## config.mk

```make
export PLATFORM = sky130hd
export DESIGN_NAME = intc_bank
export DESIGN_NICKNAME = d
export VERILOG_FILES = /design/src/rtl/intc_pkg.sv /design/src/rtl/intc_regfile.sv /design/src/rtl/intc_capture.sv /design/src/rtl/intc_arbiter.sv /design/src/rtl/intc_holder.sv /design/src/rtl/intc_bank.sv
export SDC_FILE = /design/constraint.sdc
export NUM_CORES = 2
export LEC_CHECK = 0
export ABC_AREA = 1
export ABC_CLOCK_PERIOD_IN_PS = 35400
export BUFFER_PORTS_ARGS = -buffer_cell sky130_fd_sc_hd__buf_2
export CAP_MARGIN = 40
export CORE_MARGIN = 2
export CORE_UTILIZATION = 58
export DETAILED_ROUTE_END_ITERATION = 8
export GPL_TIMING_DRIVEN = 0
export MAX_ROUTING_LAYER = met4
export PLACE_DENSITY = 0.78
export SLEW_MARGIN = 5
export SYNTH_ARGS = -nofsm -noshare
export SYNTH_HDL_FRONTEND = slang
export SYNTH_SLANG_ARGS = --single-unit
```

## constraint.sdc

```tcl
create_clock -name clk -period 35.4 [get_ports clk]
set_input_delay 5.31 -clock clk [delete_from_list [all_inputs] [get_ports clk]]
set_output_delay 5.31 -clock clk [all_outputs]
set_load 0.05 [all_outputs]
```

## src/rtl/intc_pkg.sv

```systemverilog
package intc_pkg;
    localparam int ADDR_W = 8;
    localparam int DATA_W = 32;
    localparam int CFG_W  = 7;

    localparam logic [ADDR_W-1:0] OFS_STATUS = 8'h00;
    localparam logic [ADDR_W-1:0] OFS_MASK   = 8'h04;
    localparam logic [ADDR_W-1:0] OFS_IRQNUM = 8'h10;
    localparam logic [ADDR_W-1:0] OFS_FIQNUM = 8'h14;
    localparam logic [ADDR_W-1:0] OFS_CTRL   = 8'h18;
    localparam logic [ADDR_W-1:0] OFS_CFG0   = 8'h1C;

    // per-line setting, packed so that bit 0 = fast steer, bit 1 = edge, 6:2 = priority
    typedef struct packed {
        logic [4:0] prio;
        logic       edge_sel;
        logic       to_fiq;
    } line_cfg_t;

    function automatic logic [ADDR_W-1:0] cfg_addr(input int n);
        return OFS_CFG0 + ADDR_W'(n * 4);
    endfunction
endpackage

```

## src/rtl/intc_regfile.sv

```systemverilog
module intc_regfile
    import intc_pkg::*;
#(
    parameter int NLINES = 32,
    parameter bit FIQ_EN = 1'b1
) (
    input  logic              clk,
    input  logic              rst,
    input  logic              we,
    input  logic [ADDR_W-1:0] addr,
    input  logic [DATA_W-1:0] wdata,
    output logic [NLINES-1:0] mask_q,
    output line_cfg_t         cfg_q [NLINES],
    output logic              ack_irq,
    output logic              ack_fiq,
    output logic              stat_we
);
    always_ff @(posedge clk) begin
        if (rst)
            mask_q <= '1;
        else if (we && addr == OFS_MASK)
            mask_q <= wdata[NLINES-1:0];
    end

    assign ack_irq = we && addr == OFS_CTRL && wdata[0];
    assign ack_fiq = we && addr == OFS_CTRL && wdata[1];
    assign stat_we = we && addr == OFS_STATUS;

    for (genvar i = 0; i < NLINES; i++) begin : g_cfg
        logic steer;
        if (FIQ_EN) begin : g_fiq
            assign steer = wdata[0];
        end else begin : g_nofiq
            assign steer = 1'b0;
        end
        always_ff @(posedge clk) begin
            if (rst)
                cfg_q[i] <= '0;
            else if (we && addr == cfg_addr(i))
                cfg_q[i] <= '{prio: wdata[6:2], edge_sel: wdata[1], to_fiq: steer};
        end
    end
endmodule

```

## src/rtl/intc_capture.sv

```systemverilog
module intc_capture #(
    parameter int NLINES = 32
) (
    input  logic              clk,
    input  logic              rst,
    input  logic [NLINES-1:0] line_in,
    input  logic [NLINES-1:0] edge_sel,
    input  logic [NLINES-1:0] ack_clr,
    input  logic              stat_we,
    input  logic [NLINES-1:0] stat_keep,
    output logic [NLINES-1:0] status
);
    logic [NLINES-1:0] prev_q;
    logic [NLINES-1:0] pend_q;
    logic [NLINES-1:0] rise;
    logic [NLINES-1:0] keep;

    assign rise = line_in & ~prev_q & edge_sel;
    assign keep = (stat_we ? stat_keep : '1) & ~ack_clr;

    always_ff @(posedge clk) begin
        if (rst) begin
            prev_q <= '0;
            pend_q <= '0;
        end else begin
            prev_q <= line_in;
            pend_q <= (pend_q & keep & edge_sel) | rise;
        end
    end

    assign status = (pend_q & edge_sel) | (line_in & ~edge_sel);
endmodule

```

## src/rtl/intc_arbiter.sv

```systemverilog
module intc_arbiter #(
    parameter int NLINES = 32,
    parameter int PRIO_W = 5,
    localparam int LINE_W = $clog2(NLINES)
) (
    input  logic [NLINES-1:0] cand,
    input  logic [PRIO_W-1:0] prio [NLINES],
    output logic              found,
    output logic [LINE_W-1:0] win
);
    logic [PRIO_W-1:0] best;

    always_comb begin
        found = 1'b0;
        best  = '1;
        win   = '0;
        for (int i = 0; i < NLINES; i++) begin
            if (cand[i] && (!found || prio[i] < best)) begin
                found = 1'b1;
                best  = prio[i];
                win   = LINE_W'(i);
            end
        end
    end
endmodule

```

## src/rtl/intc_holder.sv

```systemverilog
module intc_holder #(
    parameter int LINE_W = 5
) (
    input  logic              clk,
    input  logic              rst,
    input  logic              ack,
    input  logic              found,
    input  logic [LINE_W-1:0] win,
    output logic              active,
    output logic [LINE_W-1:0] num
);
    always_ff @(posedge clk) begin
        if (rst) begin
            active <= 1'b0;
            num    <= '0;
        end else if (ack) begin
            active <= 1'b0;
        end else if (!active && found) begin
            active <= 1'b1;
            num    <= win;
        end
    end
endmodule

```

## src/rtl/intc_bank.sv

```systemverilog
module intc_bank
    import intc_pkg::*;
#(
    parameter int NLINES = 32,
    parameter bit FIQ_EN = 1'b1,
    localparam int LINE_W = $clog2(NLINES)
) (
    input  logic              clk,
    input  logic              rst,
    input  logic [31:0]       line_in,
    input  logic              bus_we,
    input  logic [7:0]        bus_addr,
    input  logic [31:0]       bus_wdata,
    output logic [31:0]       bus_rdata,
    output logic              irq_o,
    output logic              fiq_o
);
    logic [NLINES-1:0] mask_q;
    line_cfg_t         cfg_q [NLINES];
    logic              ack_irq, ack_fiq, stat_we;
    logic [NLINES-1:0] edge_sel, steer, status, ack_clr;
    logic [4:0]        prio [NLINES];
    logic [NLINES-1:0] cand [2];
    logic              found [2];
    logic [LINE_W-1:0] win [2];
    logic              act [2];
    logic [LINE_W-1:0] num [2];
    logic              ack_path [2];
    logic [LINE_W-1:0] irq_num_w;

    intc_regfile #(.NLINES(NLINES), .FIQ_EN(FIQ_EN)) u_regs (
        .clk(clk), .rst(rst), .we(bus_we), .addr(bus_addr), .wdata(bus_wdata),
        .mask_q(mask_q), .cfg_q(cfg_q), .ack_irq(ack_irq), .ack_fiq(ack_fiq),
        .stat_we(stat_we)
    );

    for (genvar i = 0; i < NLINES; i++) begin : g_unpack
        assign edge_sel[i] = cfg_q[i].edge_sel;
        assign steer[i]    = cfg_q[i].to_fiq;
        assign prio[i]     = cfg_q[i].prio;
    end

    intc_capture #(.NLINES(NLINES)) u_cap (
        .clk(clk), .rst(rst), .line_in(line_in[NLINES-1:0]), .edge_sel(edge_sel),
        .ack_clr(ack_clr), .stat_we(stat_we), .stat_keep(bus_wdata[NLINES-1:0]),
        .status(status)
    );

    assign cand[0]     = status & ~mask_q & ~steer;
    assign cand[1]     = status & ~mask_q & steer;
    assign ack_path[0] = ack_irq;
    assign ack_path[1] = ack_fiq;

    // path 0 = normal, path 1 = fast
    for (genvar p = 0; p < 2; p++) begin : g_path
        intc_arbiter #(.NLINES(NLINES), .PRIO_W(5)) u_arb (
            .cand(cand[p]), .prio(prio), .found(found[p]), .win(win[p])
        );
        intc_holder #(.LINE_W(LINE_W)) u_hold (
            .clk(clk), .rst(rst), .ack(ack_path[p]), .found(found[p]),
            .win(win[p]), .active(act[p]), .num(num[p])
        );
    end

    always_comb begin
        ack_clr = '0;
        if (ack_irq && act[0]) ack_clr[num[0]] = 1'b1;
        if (ack_fiq && act[1]) ack_clr[num[1]] = 1'b1;
    end

    assign irq_o     = act[0];
    assign fiq_o     = act[1];
    assign irq_num_w = num[0];

    logic [ADDR_W-1:0] cfg_off;
    assign cfg_off = bus_addr - OFS_CFG0;

    always_comb begin
        bus_rdata = '0;
        case (bus_addr)
            OFS_STATUS: bus_rdata[NLINES-1:0] = status;
            OFS_MASK:   bus_rdata[NLINES-1:0] = mask_q;
            OFS_IRQNUM: bus_rdata[LINE_W-1:0] = num[0];
            OFS_FIQNUM: bus_rdata[LINE_W-1:0] = num[1];
            default: begin
                if (bus_addr >= OFS_CFG0 && cfg_off[1:0] == 2'b00 &&
                    int'(cfg_off[ADDR_W-1:2]) < NLINES)
                    bus_rdata[CFG_W-1:0] = cfg_q[cfg_off[2 +: LINE_W]];
            end
        endcase
    end
endmodule

```

==> results.ini <==
[outcome]
status=finished with violations
failed_checks=negative setup slack

[floorplanning]
pin_count=109
dieArea_sq_um=55100
die_w_um=235
coreArea_sq_um=52600
die_h_um=235
start_util_pct=58.7
rows=84

[route]
vias=39986
wl_per_cell_um=23.3
ant_nets=0
drcViolationCount=0
drtPass1Iterations=8
via_per_inst=6.33
drt_iter0_markers=6011
detail_route.wirelength_mm=147

[pwr]
power_density_nw_per_um2=21.3
power.share.clock_pct=42.1
power.leakage_nw=19.3
internal_power_mw=0.611
p_comb_share_pct=14.6
p_sw_mw=0.263
p_seq_share_pct=43.3
vdd_drop_max_mv=0.0283
swShare_pct=30.1

[cells_and_area]
num-nets-final=5813
layout.cells.most_common=nand2_1
final_cells=6319
layout-drive-gt1-share_pct=28.6
layout_common_cells=nand2_1, inv_1, nand3_1, o21ai_0, nor2_1
syn_to_final_growth_pct=33.1
final_cell_area_sq_um=41100
n_fill_cell=3654

[timing]
period_needed_ns=38.25
slew_headroom_pct=27.9
fin_crit_sh_pct=108
whs_ns=0.406
setup_ws_ns=-2.85
final.setup.tns_ns=-28.18
worst_pin_slew_ns=1.08
setup_viol=10
fin_worst_skew_ns=0.0351
max_clock_freq_ghz=0.0261
rsz0062_at_grt=true
slew_viol_final=0
finalHoldViolations=0

[worst_setup_path]
endpoint_kind=flip-flop
cp_slowest_stage_delay_ns=0.32
r2r_start=u_regs.cfg_q[218]$_SDFFE_PP0P_
worst-path-buf-inv=56
cp_top_family=simple AND/OR/NAND/NOR gates
crit_path_frequent_cell=nand2_4
cp_slowest_cell=ha_1
critPathLaunchType=input pin
crit_start=line_in[0]
critPathArrivalTime_ns=38.71
cp_max_fo=8
cp.required_ns=35.85
worstSetupPathType=in2reg

[cts]
clkTransAtPathRegs_ns=0.06
ctsRootBufferMaster=clkbuf_16
clockBufferDepth=3
cts.sinks=332
clock_latency_ns=0.54
cts_tree=done
cts-buffers-inserted=37
h-tree-depth=2

[synthesis]
postSynthCellCount=5040
async_flop_share_pct=0
synth_edf_count=0
synth_fa_ha_area_share_pct=5.51
synthXorXnorAreaFrac_pct=0.114
synth_area_per_cell_sq_um=6.12
synth_top_family_by_area=simple AND/OR/NAND/NOR gates
syn-num-nets=5251
ys.flop_type=dfxtp_1
muxShareOfSynthArea_pct=0
synth-simple-area-share_pct=38.8
synthDistinctLibCells=50
synth_area_sq_um=30900
ys_ff_latch=332
synth_seq_area_share_pct=21.5
synth_compound_area_share_pct=20.8
synth_warnings=0

[global_route]
overflow=0
grt_pass1_wl_mm=195
grt_max_degree=14
grt_pass1_vias=33172
antenna_found_initial=4
grt_usage_pct=46.5

[flow_run]
max_cap_viol_count=0

[hold_path]
min_path_type=reg2reg
worstHoldStart=u_cap.prev_q[26]$_SDFF_PP0_

[placed_design]
placed_cell_area_sq_um=32900
hpwl_mm=99.4
globalplace.congestion=1.05
post-place-ws_ns=-5.39
port_buffers=108
placed_cells=5868

-- metrics by stage --
| step | util, % | total power, mW |
|---|---|---|
| after floorplan | - | 0.440 |
| after global placement | 61.8 | 0.489 |
| after detailed placement | 62.6 | 0.494 |
| after CTS | 69.4 | 0.848 |
| after global routing | 78.1 | 0.883 |
| final | 78.1 | 0.874 |
-- flip-flops by register name, indices dropped and copies added, names as in the netlist --
| name | cells |
|---|---|
| u_regs.mask_q | 32 |
| u_cap.pend_q | 32 |
| g_path.u_hold.active | 2 |
| u_regs.cfg_q | 224 |
| u_cap.prev_q | 32 |
| g_path.u_hold.num | 10 |
-- worst reg2reg max path, delay by kind of cell (launching register included) --
family / cells / cell delay, ns
adders and majority gates: 30 / 8.04
DFF: 1 / 0.34
AOI/OAI and AO/OA: 48 / 5.54
buffers and inverters: 56 / 6.34
and+or+nand+nor: 171 / 13.57
-- Yosys cell counts, types with 6 or more instances --
cell type        instances  area (sq um)
a2111oi_0                6          52.6
a211oi_1                25           188
a21oi_1                384          1920
a21oi_2                 11          96.3
a22oi_1                  9          67.6
a31oi_1                  7          43.8
buf_1                   10          37.5
buf_6                   53           597
clkbuf_1               140           526
clkdlybuf4s18_1          9          90.1
clkinv_1                14          52.6
dfxtp_1                332          6650
ha_1                   136          1700
inv_1                  713          2680
nand2_1                957          3590
nand2_2                200          1250
nand2_4                 95          1070
nand3_1                585          2930
nand3_2                 91           911
nand3b_1                 6          45.0
nand4_1                 21           131
nor2_1                 451          1690
nor2_2                  18           113
nor3_1                  28           140
o211ai_1                 9          67.6
o21ai_0                540          2700
o21ai_2                  8          70.1
o21bai_1                92           691
o221ai_1                19           166
o311ai_0                16           140
o31ai_1                  9          67.6
-- final timing paths --
| path | to | slack [ns] | cells past startpoint |
|---|---|---|---|
| max | g_path[0].u_hold.num[0]$_SDFFE_PP0P_ | -2.85 | 305 |
| min | u_cap.pend_q[26]$_SDFF_PP0_ | 0.41 | 1 |
| max reg2reg | g_path[0].u_hold.num[0]$_SDFFE_PP0P_ | 1.51 | 305 |
| min reg2reg | u_cap.pend_q[26]$_SDFF_PP0_ | 0.41 | 1 |
-- layer usage --
metal  part of all wire [%]  track usage (%)  wire length (um)
met1                     36             61.0             53700
met2                     41             67.2             61100
met3                     14             10.4             20700
met4                    8.1             22.8             11900
met5                      0                -                 0
-- power by group through the flow --
| stage | registers [mW] | clock network [mW] | logic (mW) |
|---|---|---|---|
| floorplan | 0.386 | 0 | 0.0544 |
| global placement | 0.387 | 0 | 0.102 |
| detailed placement | 0.387 | 0 | 0.108 |
| CTS | 0.378 | 0.359 | 0.110 |
| global route | 0.379 | 0.376 | 0.128 |
| finish | 0.379 | 0.368 | 0.127 |
-- final cells by class --
cell class	instances	area (sq um)	share of cell area [%]
sequential	332	6650	16.2
tap	688	861	2.10
clock inverter	12	76.3	0.186
buffer	217	1500	3.65
inverter	734	2780	6.78
multi-input combinational	3757	24300	59.1
timing repair buffer	523	3890	9.47
clock buffer	52	1010	2.46
antenna	4	10.0	0.0244
-- cell families after synthesis --
kind of cell	count (synthesis)
DFF	332
buffers and inverters	951
adders and majority gates	136
and+or+nand+nor	2463
xor gates and xnor gates	4
AOI/OAI and AO/OA	1154
-- what timing repair did --
item | in CTS | in global routing
gates resized for setup | 220 | 612
buffers inserted | 209 | 171
cloned | 4 | 0
pin swaps | 198 | 538
endpoints found under the setup margin | 10 | 10
hold buffers | 0 | 0
Note: power is estimated with default switching activity, not from simulation.
